--- config.mk ---
export PLATFORM = sky130hd
export DESIGN_NAME = acc_core
export DESIGN_NICKNAME = d
export VERILOG_FILES = /design/src/rtl/acc_core_pkg.sv /design/src/rtl/acc_core_alu.sv /design/src/rtl/acc_core_ctrl.sv /design/src/rtl/acc_core_dp.sv /design/src/rtl/acc_core.sv
export SDC_FILE = /design/constraint.sdc
export NUM_CORES = 1
export LEC_CHECK = 0
export BUFFER_PORTS_ARGS = -buffer_cell sky130_fd_sc_hd__buf_2
export CAP_MARGIN = 25
export CORE_MARGIN = 5
export CORE_UTILIZATION = 65
export DETAILED_ROUTE_END_ITERATION = 6
export GPL_TIMING_DRIVEN = 0
export MAX_ROUTING_LAYER = met4
export PLACE_DENSITY = 0.84
export SETUP_SLACK_MARGIN = 0.02
export SLEW_MARGIN = 20
export SYNTH_ARGS = -nofsm -noshare
export SYNTH_HDL_FRONTEND = slang
export SYNTH_SLANG_ARGS = --single-unit
--- constraint.sdc ---
create_clock -name clk -period 8.54 [get_ports clk]
set_clock_uncertainty 0.1 [all_clocks]
set_input_delay 1.708 -clock clk [delete_from_list [all_inputs] [get_ports clk]]
set_output_delay 1.708 -clock clk [all_outputs]
set_load 0.005 [all_outputs]
--- src/rtl/acc_core_pkg.sv ---
`timescale 1ns/1ps
package acc_core_pkg;

  localparam int OPC_W = 4;

  typedef enum logic [OPC_W-1:0] {
    OP_NOP  = 4'h0,
    OP_LDAC = 4'h1,
    OP_STAC = 4'h2,
    OP_MVAC = 4'h3,
    OP_MOVR = 4'h4,
    OP_JUMP = 4'h5,
    OP_JMPZ = 4'h6,
    OP_JPNZ = 4'h7,
    OP_ADD  = 4'h8,
    OP_SUB  = 4'h9,
    OP_INAC = 4'hA,
    OP_CLAC = 4'hB,
    OP_AND  = 4'hC,
    OP_OR   = 4'hD,
    OP_XOR  = 4'hE,
    OP_NOT  = 4'hF
  } opcode_e;

  // strobes from the sequencer to the datapath
  typedef struct packed {
    logic addrSel;   // 1: operand address, 0: program counter
    logic memWe;
    logic incPc;
    logic ldPc;
    logic ldIr;
    logic ldLo;
    logic ldHi;
    logic ldAcMem;
    logic aluEn;
  } ctrlStrobe_t;

endpackage

--- src/rtl/acc_core_alu.sv ---
`timescale 1ns/1ps
module acc_core_alu
  import acc_core_pkg::*;
#(
  parameter int DATA_W = 8
) (
  input  opcode_e             opcode,
  input  logic [DATA_W-1:0]   accIn,
  input  logic [DATA_W-1:0]   rIn,
  output logic [DATA_W-1:0]   result,
  output logic                wrAcc,
  output logic                updZ
);

  localparam logic [DATA_W-1:0] ONE = DATA_W'(1);

  always_comb begin
    result = accIn;
    wrAcc  = 1'b1;
    unique case (opcode)
      OP_ADD:  result = accIn + rIn;
      OP_SUB:  result = accIn - rIn;
      OP_INAC: result = accIn + ONE;
      OP_CLAC: result = '0;
      OP_AND:  result = accIn & rIn;
      OP_OR:   result = accIn | rIn;
      OP_XOR:  result = accIn ^ rIn;
      OP_NOT:  result = ~accIn;
      OP_MOVR: result = rIn;
      default: wrAcc  = 1'b0;
    endcase
  end

  // every opcode with bit 3 set is a flag-producing ALU operation
  assign updZ = opcode[OPC_W-1];

endmodule

--- src/rtl/acc_core_ctrl.sv ---
`timescale 1ns/1ps
module acc_core_ctrl
  import acc_core_pkg::*;
(
  input  logic        clk,
  input  logic        rst,
  input  opcode_e     opcode,
  input  logic        zFlag,
  output ctrlStrobe_t strobe
);

  typedef enum logic [3:0] {
    S_FETCH, S_FETCH_WAIT, S_DECODE,
    S_LO, S_LO_WAIT, S_HI, S_HI_WAIT,
    S_EXEC, S_LD_WAIT
  } state_e;

  state_e state, nextState;
  logic   needsAddr;

  assign needsAddr = opcode inside {OP_LDAC, OP_STAC, OP_JUMP, OP_JMPZ, OP_JPNZ};

  always_ff @(posedge clk) begin
    if (rst) state <= S_FETCH;
    else     state <= nextState;
  end

  always_comb begin
    strobe    = '0;
    nextState = state;
    unique case (state)
      S_FETCH:      nextState = S_FETCH_WAIT;
      S_FETCH_WAIT: begin
        strobe.ldIr  = 1'b1;
        strobe.incPc = 1'b1;
        nextState    = S_DECODE;
      end
      S_DECODE: begin
        if (needsAddr) nextState = S_LO;
        else begin
          strobe.aluEn = 1'b1;
          nextState    = S_FETCH;
        end
      end
      S_LO:      nextState = S_LO_WAIT;
      S_LO_WAIT: begin
        strobe.ldLo  = 1'b1;
        strobe.incPc = 1'b1;
        nextState    = S_HI;
      end
      S_HI:      nextState = S_HI_WAIT;
      S_HI_WAIT: begin
        strobe.ldHi  = 1'b1;
        strobe.incPc = 1'b1;
        nextState    = S_EXEC;
      end
      S_EXEC: begin
        nextState = S_FETCH;
        unique case (opcode)
          OP_LDAC: begin
            strobe.addrSel = 1'b1;
            nextState      = S_LD_WAIT;
          end
          OP_STAC: begin
            strobe.addrSel = 1'b1;
            strobe.memWe   = 1'b1;
          end
          OP_JUMP: strobe.ldPc = 1'b1;
          OP_JMPZ: strobe.ldPc = zFlag;
          OP_JPNZ: strobe.ldPc = ~zFlag;
          default: ;
        endcase
      end
      S_LD_WAIT: begin
        strobe.addrSel = 1'b1;
        strobe.ldAcMem = 1'b1;
        nextState      = S_FETCH;
      end
      default: nextState = S_FETCH;
    endcase
  end


  we_pulse_chk: assert property (@(posedge clk) disable iff (rst)
    strobe.memWe |=> !strobe.memWe);


  jmpz_gate_chk: assert property (@(posedge clk) disable iff (rst)
    (state == S_EXEC && opcode == OP_JMPZ && !zFlag) |-> !strobe.ldPc);


  jpnz_gate_chk: assert property (@(posedge clk) disable iff (rst)
    (state == S_EXEC && opcode == OP_JPNZ && zFlag) |-> !strobe.ldPc);

endmodule

--- src/rtl/acc_core_dp.sv ---
`timescale 1ns/1ps
module acc_core_dp
  import acc_core_pkg::*;
#(
  parameter int DATA_W = 8,
  parameter int ADDR_W = 16
) (
  input  logic              clk,
  input  logic              rst,
  input  ctrlStrobe_t       strobe,
  input  logic [DATA_W-1:0] memRdata,
  output logic [ADDR_W-1:0] memAddr,
  output logic [DATA_W-1:0] memWdata,
  output opcode_e           opcode,
  output logic              zFlag
);

  localparam int HI_W = ADDR_W - DATA_W;
  localparam logic [ADDR_W-1:0] PC_STEP = ADDR_W'(1);

  logic [ADDR_W-1:0] pc;
  logic [DATA_W-1:0] acc, rReg;
  logic [DATA_W-1:0] opLo;
  logic [HI_W-1:0]   opHi;
  logic [DATA_W-1:0] aluResult;
  logic              aluWrAcc, aluUpdZ;
  logic [ADDR_W-1:0] target;

  assign target   = {opHi, opLo};
  assign memAddr  = strobe.addrSel ? target : pc;
  assign memWdata = acc;

  acc_core_alu #(.DATA_W(DATA_W)) alu_i (
    .opcode (opcode),
    .accIn  (acc),
    .rIn    (rReg),
    .result (aluResult),
    .wrAcc  (aluWrAcc),
    .updZ   (aluUpdZ)
  );

  always_ff @(posedge clk) begin
    if (rst) begin
      pc     <= '0;
      acc    <= '0;
      rReg   <= '0;
      zFlag  <= 1'b0;
      opcode <= OP_NOP;
      opLo   <= '0;
      opHi   <= '0;
    end else begin
      if (strobe.ldIr)    opcode <= opcode_e'(memRdata[OPC_W-1:0]);
      if (strobe.incPc)   pc     <= pc + PC_STEP;
      if (strobe.ldPc)    pc     <= target;
      if (strobe.ldLo)    opLo   <= memRdata;
      if (strobe.ldHi)    opHi   <= memRdata[HI_W-1:0];
      if (strobe.ldAcMem) acc    <= memRdata;
      if (strobe.aluEn) begin
        if (aluWrAcc)           acc   <= aluResult;
        if (aluUpdZ)            zFlag <= (aluResult == '0);
        if (opcode == OP_MVAC)  rReg  <= acc;
      end
    end
  end


  reset_clear_chk: assert property (@(posedge clk)
    rst |=> (pc == '0 && acc == '0 && rReg == '0 && !zFlag));


  addr_hold_chk: assert property (@(posedge clk) disable iff (rst)
    (strobe.ldIr || strobe.ldLo || strobe.ldHi || strobe.ldAcMem) |-> $stable(memAddr));


  zero_track_chk: assert property (@(posedge clk) disable iff (rst)
    (strobe.aluEn && opcode inside {OP_ADD, OP_SUB, OP_INAC, OP_AND, OP_OR, OP_XOR, OP_NOT})
      |=> (zFlag == (acc == '0)));


  clac_chk: assert property (@(posedge clk) disable iff (rst)
    (strobe.aluEn && opcode == OP_CLAC) |=> (acc == '0 && zFlag));


  move_keeps_z_chk: assert property (@(posedge clk) disable iff (rst)
    (strobe.aluEn && opcode inside {OP_MVAC, OP_MOVR}) |=> $stable(zFlag));


  nop_idle_chk: assert property (@(posedge clk) disable iff (rst)
    (strobe.aluEn && opcode == OP_NOP) |=> ($stable(acc) && $stable(rReg) && $stable(zFlag)));

endmodule

--- src/rtl/acc_core.sv ---
`timescale 1ns/1ps
module acc_core
  import acc_core_pkg::*;
#(
  parameter int DATA_W = 8,
  parameter int ADDR_W = 16
) (
  input  logic              clk,
  input  logic              rst,
  output logic [ADDR_W-1:0] memAddr,
  output logic [DATA_W-1:0] memWdata,
  output logic              memWe,
  input  logic [DATA_W-1:0] memRdata
);

  ctrlStrobe_t strobe;
  opcode_e     opcode;
  logic        zFlag;

  acc_core_ctrl ctrl_i (
    .clk    (clk),
    .rst    (rst),
    .opcode (opcode),
    .zFlag  (zFlag),
    .strobe (strobe)
  );

  acc_core_dp #(.DATA_W(DATA_W), .ADDR_W(ADDR_W)) dp_i (
    .clk      (clk),
    .rst      (rst),
    .strobe   (strobe),
    .memRdata (memRdata),
    .memAddr  (memAddr),
    .memWdata (memWdata),
    .opcode   (opcode),
    .zFlag    (zFlag)
  );

  assign memWe = strobe.memWe;

endmodule

Yosys cells after proc, flatten, opt, wreduce, memory -nomap -nowiden --
Index checks and enable logic that the tools add are counted.
Storage, ports and cells: output and inout port bits 25, input port bits 10, logic and storage cells 73, register bits after elaboration 57
Operators by class: add/subtract/negate cells 4, eq/ne operators 23, bitwise gates (word level) 5, reductions and logical operators 9, muxes and demuxes 24
Operators with widths (number):
- $pmux W8 S9 | 1
- $mux W16 | 3
- $eq A4 B4 Y1 const B | 9
- $eq A4 B3 Y1 const B | 8
- $pmux W4 S8 | 1
- $mux W8 | 3
- $add A16 B1 Y16 const B | 1
- $eq A4 B2 Y1 const B | 4
- $mux W1 | 12
- $reduce_or A9 Y1 | 1
- $add A8 B1 Y8 const B | 1
- $add A8 B8 Y8 | 1
- $and A8 B8 Y8 | 1
- $eq A4 B1 Y1 const B | 2
- $logic_not A8 Y1 | 1
- $not A8 Y8 | 1
- $or A8 B8 Y8 | 1
- $sub A8 B8 Y8 | 1
- $xor A8 B8 Y8 | 1
- $reduce_bool A5 Y1 | 1
- $logic_not A4 Y1 | 1
- $mux W4 | 1
- $reduce_and A2 Y1 | 2
- $pmux W1 S3 | 1
- other kinds (6) | 6

Logic depth before layout (Yosys ltp) --
depth after elaboration 5, mapped depth 14, depth with buffers taken out 12

Cells and area by module --
Synthesis repeated with hierarchy kept, for this count alone.
Unflattened totals: cells, all modules 506, area, all modules 4224.1 um2
By module, submodules not included:
- acc_core_dp | seq. area each 1061.0 um2, area each 2546.2 um2, instances 1, cells each 279
- acc_core_alu | seq. area each 0.0 um2, area each 1348.8 um2, instances 1, cells each 190
- acc_core_ctrl | seq. area each 80.1 um2, area each 329.1 um2, instances 1, cells each 37

Worst setup path after synthesis --
Ideal clock, no wire load.
path kind register to output, start point register ctrl_i.state[1], end point output port memAddr[10], required time 6.732 ns, setup slack 4.789 ns, buffers on the path 3, arrival time 1.943 ns, stages on the path, launching flop included 8, cells stage by stage dfxtp_1 clkbuf_1 nand2_1 nor4_1 a21o_1 clkbuf_1 buf_2 mux2_2
On the way: cells in the longest elaborated chain, start to end 3, elaborated cells between the ends (all ways) 4, classes of those cells eq/ne (2); mux (2)
RTL lines:
- from (decl) | line acc_core_ctrl.sv:18 | state_e state, nextState;
- from (signal assigned) | line acc_core_ctrl.sv:25 | else state <= nextState;
- $eq A4 B4 Y1 or $eq A4 B3 Y1 (tied branches) | line acc_core_ctrl.sv:31 | unique case (state)
- $pmux W1 S2 (*) | line acc_core_ctrl.sv:31
- $mux W16 (*) | line acc_core_dp.sv:30 | assign memAddr = strobe.addrSel ? target : pc;
- to (decl) | line acc_core.sv:10 | output logic [ADDR_W-1:0] memAddr,
Mark *: on every way between the ends. The rest lies on a longest branch, timed or not.

Final worst setup path --
start point register ctrl_i.state[3], end point output port memAddr[5]
Same word-level chain as after synthesis.

==> metrics.yaml <==
clocking:
  clock-sinks: 57
  cts_root_buf: "clkbuf_8"
  htree_levels: 3
  cts-buffers-inserted: 9
  cts_tree: "done"
  cts_hold_buffers: 0
  clk_latency_ps: 350
  cts_resized: 0
  clkTransAtPathRegs_ps: 70
  clock_path_buffers: 2
  cts_setup_buffers: 0
pwr:
  power.density_mw_per_mm2: 140
  leakagePower_uw: 0.00177
  vdd_drop_max_v: 0.000106
floorplan:
  pin_count: 35
  dieArea_sq_mm: 0.00766
  coreArea_sq_mm: 0.00589
  fp.dieW_microns: 87.5
  dieHeight_microns: 87.5
  initial_core_util: 0.663
  rows: 28
logic_synthesis:
  ys.flop_type: "dfxtp_1"
  ys_seq_elements: 57
  syn_area_per_cell_sq_um: 7.78
  synth_cells: 502
  yosysSeqAreaShare: 0.292
  async_flop_share: 0
  synth_warnings: 0
  netlist_area_sq_mm: 0.00390
  synth-edff-count: 0
  synth_cell_types: 57
  synth_fp_nets: 538
flow_run:
  drv_cap: 0
detailed_routing:
  drt_iter0_markers: 431
  routed-wl-met3_microns: 1160
  highest_layer: "met4"
  wl_met2_microns: 4950
  post-route-drc-count: 0
  wl_per_cell_microns: 17.9
  ant_nets: 0
  firstDrtPassIters: 5
  viasPerCell: 6.45
  vias: 4046
  wl_met1_microns: 4900
  wl_microns: 11200
critical_path:
  crit_arrival_ps: 3040
  required_ps: 6730
  path_class: "flop to primary output"
  cp-start-kind: "flop"
  cp-end-kind: "primary output"
  cp_max_fo: 10
global_routing:
  grt_pass1_wl_microns: 18000
  grt_overflow: 0
  grt_usage: 0.310
  grt_pass1_vias: 3548
  antenna_found_initial: 0
  grt_start_max_net_pins: 12
placed_design:
  post-dp-hpwl_microns: 8190
  dpl_cell_area_sq_mm: 0.00417
  routabilityCongestion: 0.949
  io_buffers: 34
  preCtsSetupSlack_ps: 4140
  dp.cells: 611
cells_and_area:
  n_antenna_cell: 0
  final_common_cell: "nor2_1"
  nets: 583
  area_delta_synth_final_pct: 12.0
  drive_gt1_frac: 0.138
  final_area_sq_mm: 0.00437
  mostFrequentLayoutCells: "nor2_1 (67), dfxtp_1 (57), nand2_1 (53)"
  fin_cells: 627
sta:
  hold_viol: 0
  fin_setup_tns_ps: 0
  holdWs_ps: 377
  min_period_ps: 4850
  finalCritPeriodShare: 0.568
  worst_pin_slew_ps: 915
  fmax_ghz: 0.206
  drv_slew: 0
  finalSetupViolCount: 0
  timing.slew.headroom: 0.385
  rsz0062_at_grt: "false"
  fin_ws_ps: 3690
worst_hold_path:
  hp-class: "flop to flop"
run_status:
  outcome: "finished clean"
-- stage by stage --
step,power (uW),utilization
detailed placement,350,0.708
CTS,612,0.743
floorplan,328,-
global route,634,0.743
finish,613,0.743
global placement,348,0.708
-- synth_stat cells (4+ instances only) --
cell type / number / area [sq um]
nor3_1: 9 / 45.0
mux2i_1: 12 / 120
nor4_1: 5 / 31.3
a211oi_1: 22 / 165
dfxtp_1: 57 / 1140
inv_1: 23 / 86.3
nand2_1: 53 / 199
nor2b_1: 10 / 62.6
a21oi_1: 43 / 215
and2_1: 5 / 31.3
and3_1: 7 / 43.8
o221ai_1: 4 / 35.0
xor2_1: 11 / 96.3
o21ai_0: 16 / 80.1
xnor2_1: 8 / 70.1
nand2b_1: 6 / 37.5
nor2_1: 67 / 251
nand4b_1: 4 / 35.0
nor3b_1: 7 / 52.6
clkbuf_1: 26 / 97.6
mux2_2: 18 / 203
buf_2: 4 / 20.0
nand3_1: 8 / 40.0
o31ai_1: 4 / 30.0
ha_1: 25 / 313
-- cell type report --
class	instances	area (sq um)
Buffer	31	121
Clock buffer	10	138
Clock inverter	6	66.3
Fill cell	476	1510
Inverter	23	86.3
Multi-Input combinational cell	391	2560
Sequential cell	57	1140
Tap cell	75	93.8
Timing Repair Buffer	34	170
-- flip-flops by register name, indices dropped and copies added (netlist names) --
signal	count
dp_i.rReg	8
dp_i.opcode	4
dp_i.pc	16
ctrl_i.state	4
dp_i.opHi	8
dp_i.zFlag	1
dp_i.opLo	8
dp_i.memWdata	8
-- report_power, final --
group	switching [uW]	internal [uW]	total, uW	leakage (uW)
clock network	123	143	266	0.0000949
registers	4.68	272	276	0.000461
logic	47.5	23.3	70.8	0.00121
-- worst paths after layout --
path | startpoint | to | slack [ps] | cells after the start
max | ctrl_i.state[3] | memAddr[5] | 3690 | 7
max reg2reg | dp_i.opcode[1] | dp_i.zFlag | 4300 | 12
min reg2reg | dp_i.opLo[0] | dp_i.opLo[0] | 380 | 2
min | dp_i.opLo[0] | dp_i.opLo[0] | 380 | 2
-- worst max-delay path, stage by stage (launching register included) --
cell and delay (ps):
dfxtp_1 460, inv_1 140, nor4_2 720, a21o_1 140, clkbuf_1 380, buf_2 350
mux2_2 380, buf_2 130
-- logic make-up after synthesis --
group,synth area share
AOI/OAI and AO/OA,0.190
xor gates and xnor gates,0.0426
adders and majority gates,0.0852
buffers and inverters,0.0532
DFF,0.292
muxes,0.0827
and+or+nand+nor,0.254
-- routing by layer --
layer,GRT usage,up-vias
li1,-,1876
met1,0.445,1906
met2,0.437,239
met3,0.0568,25
met4,0.0976,0
met5,-,-
No activity file was read; power rests on OpenSTA's default activity.
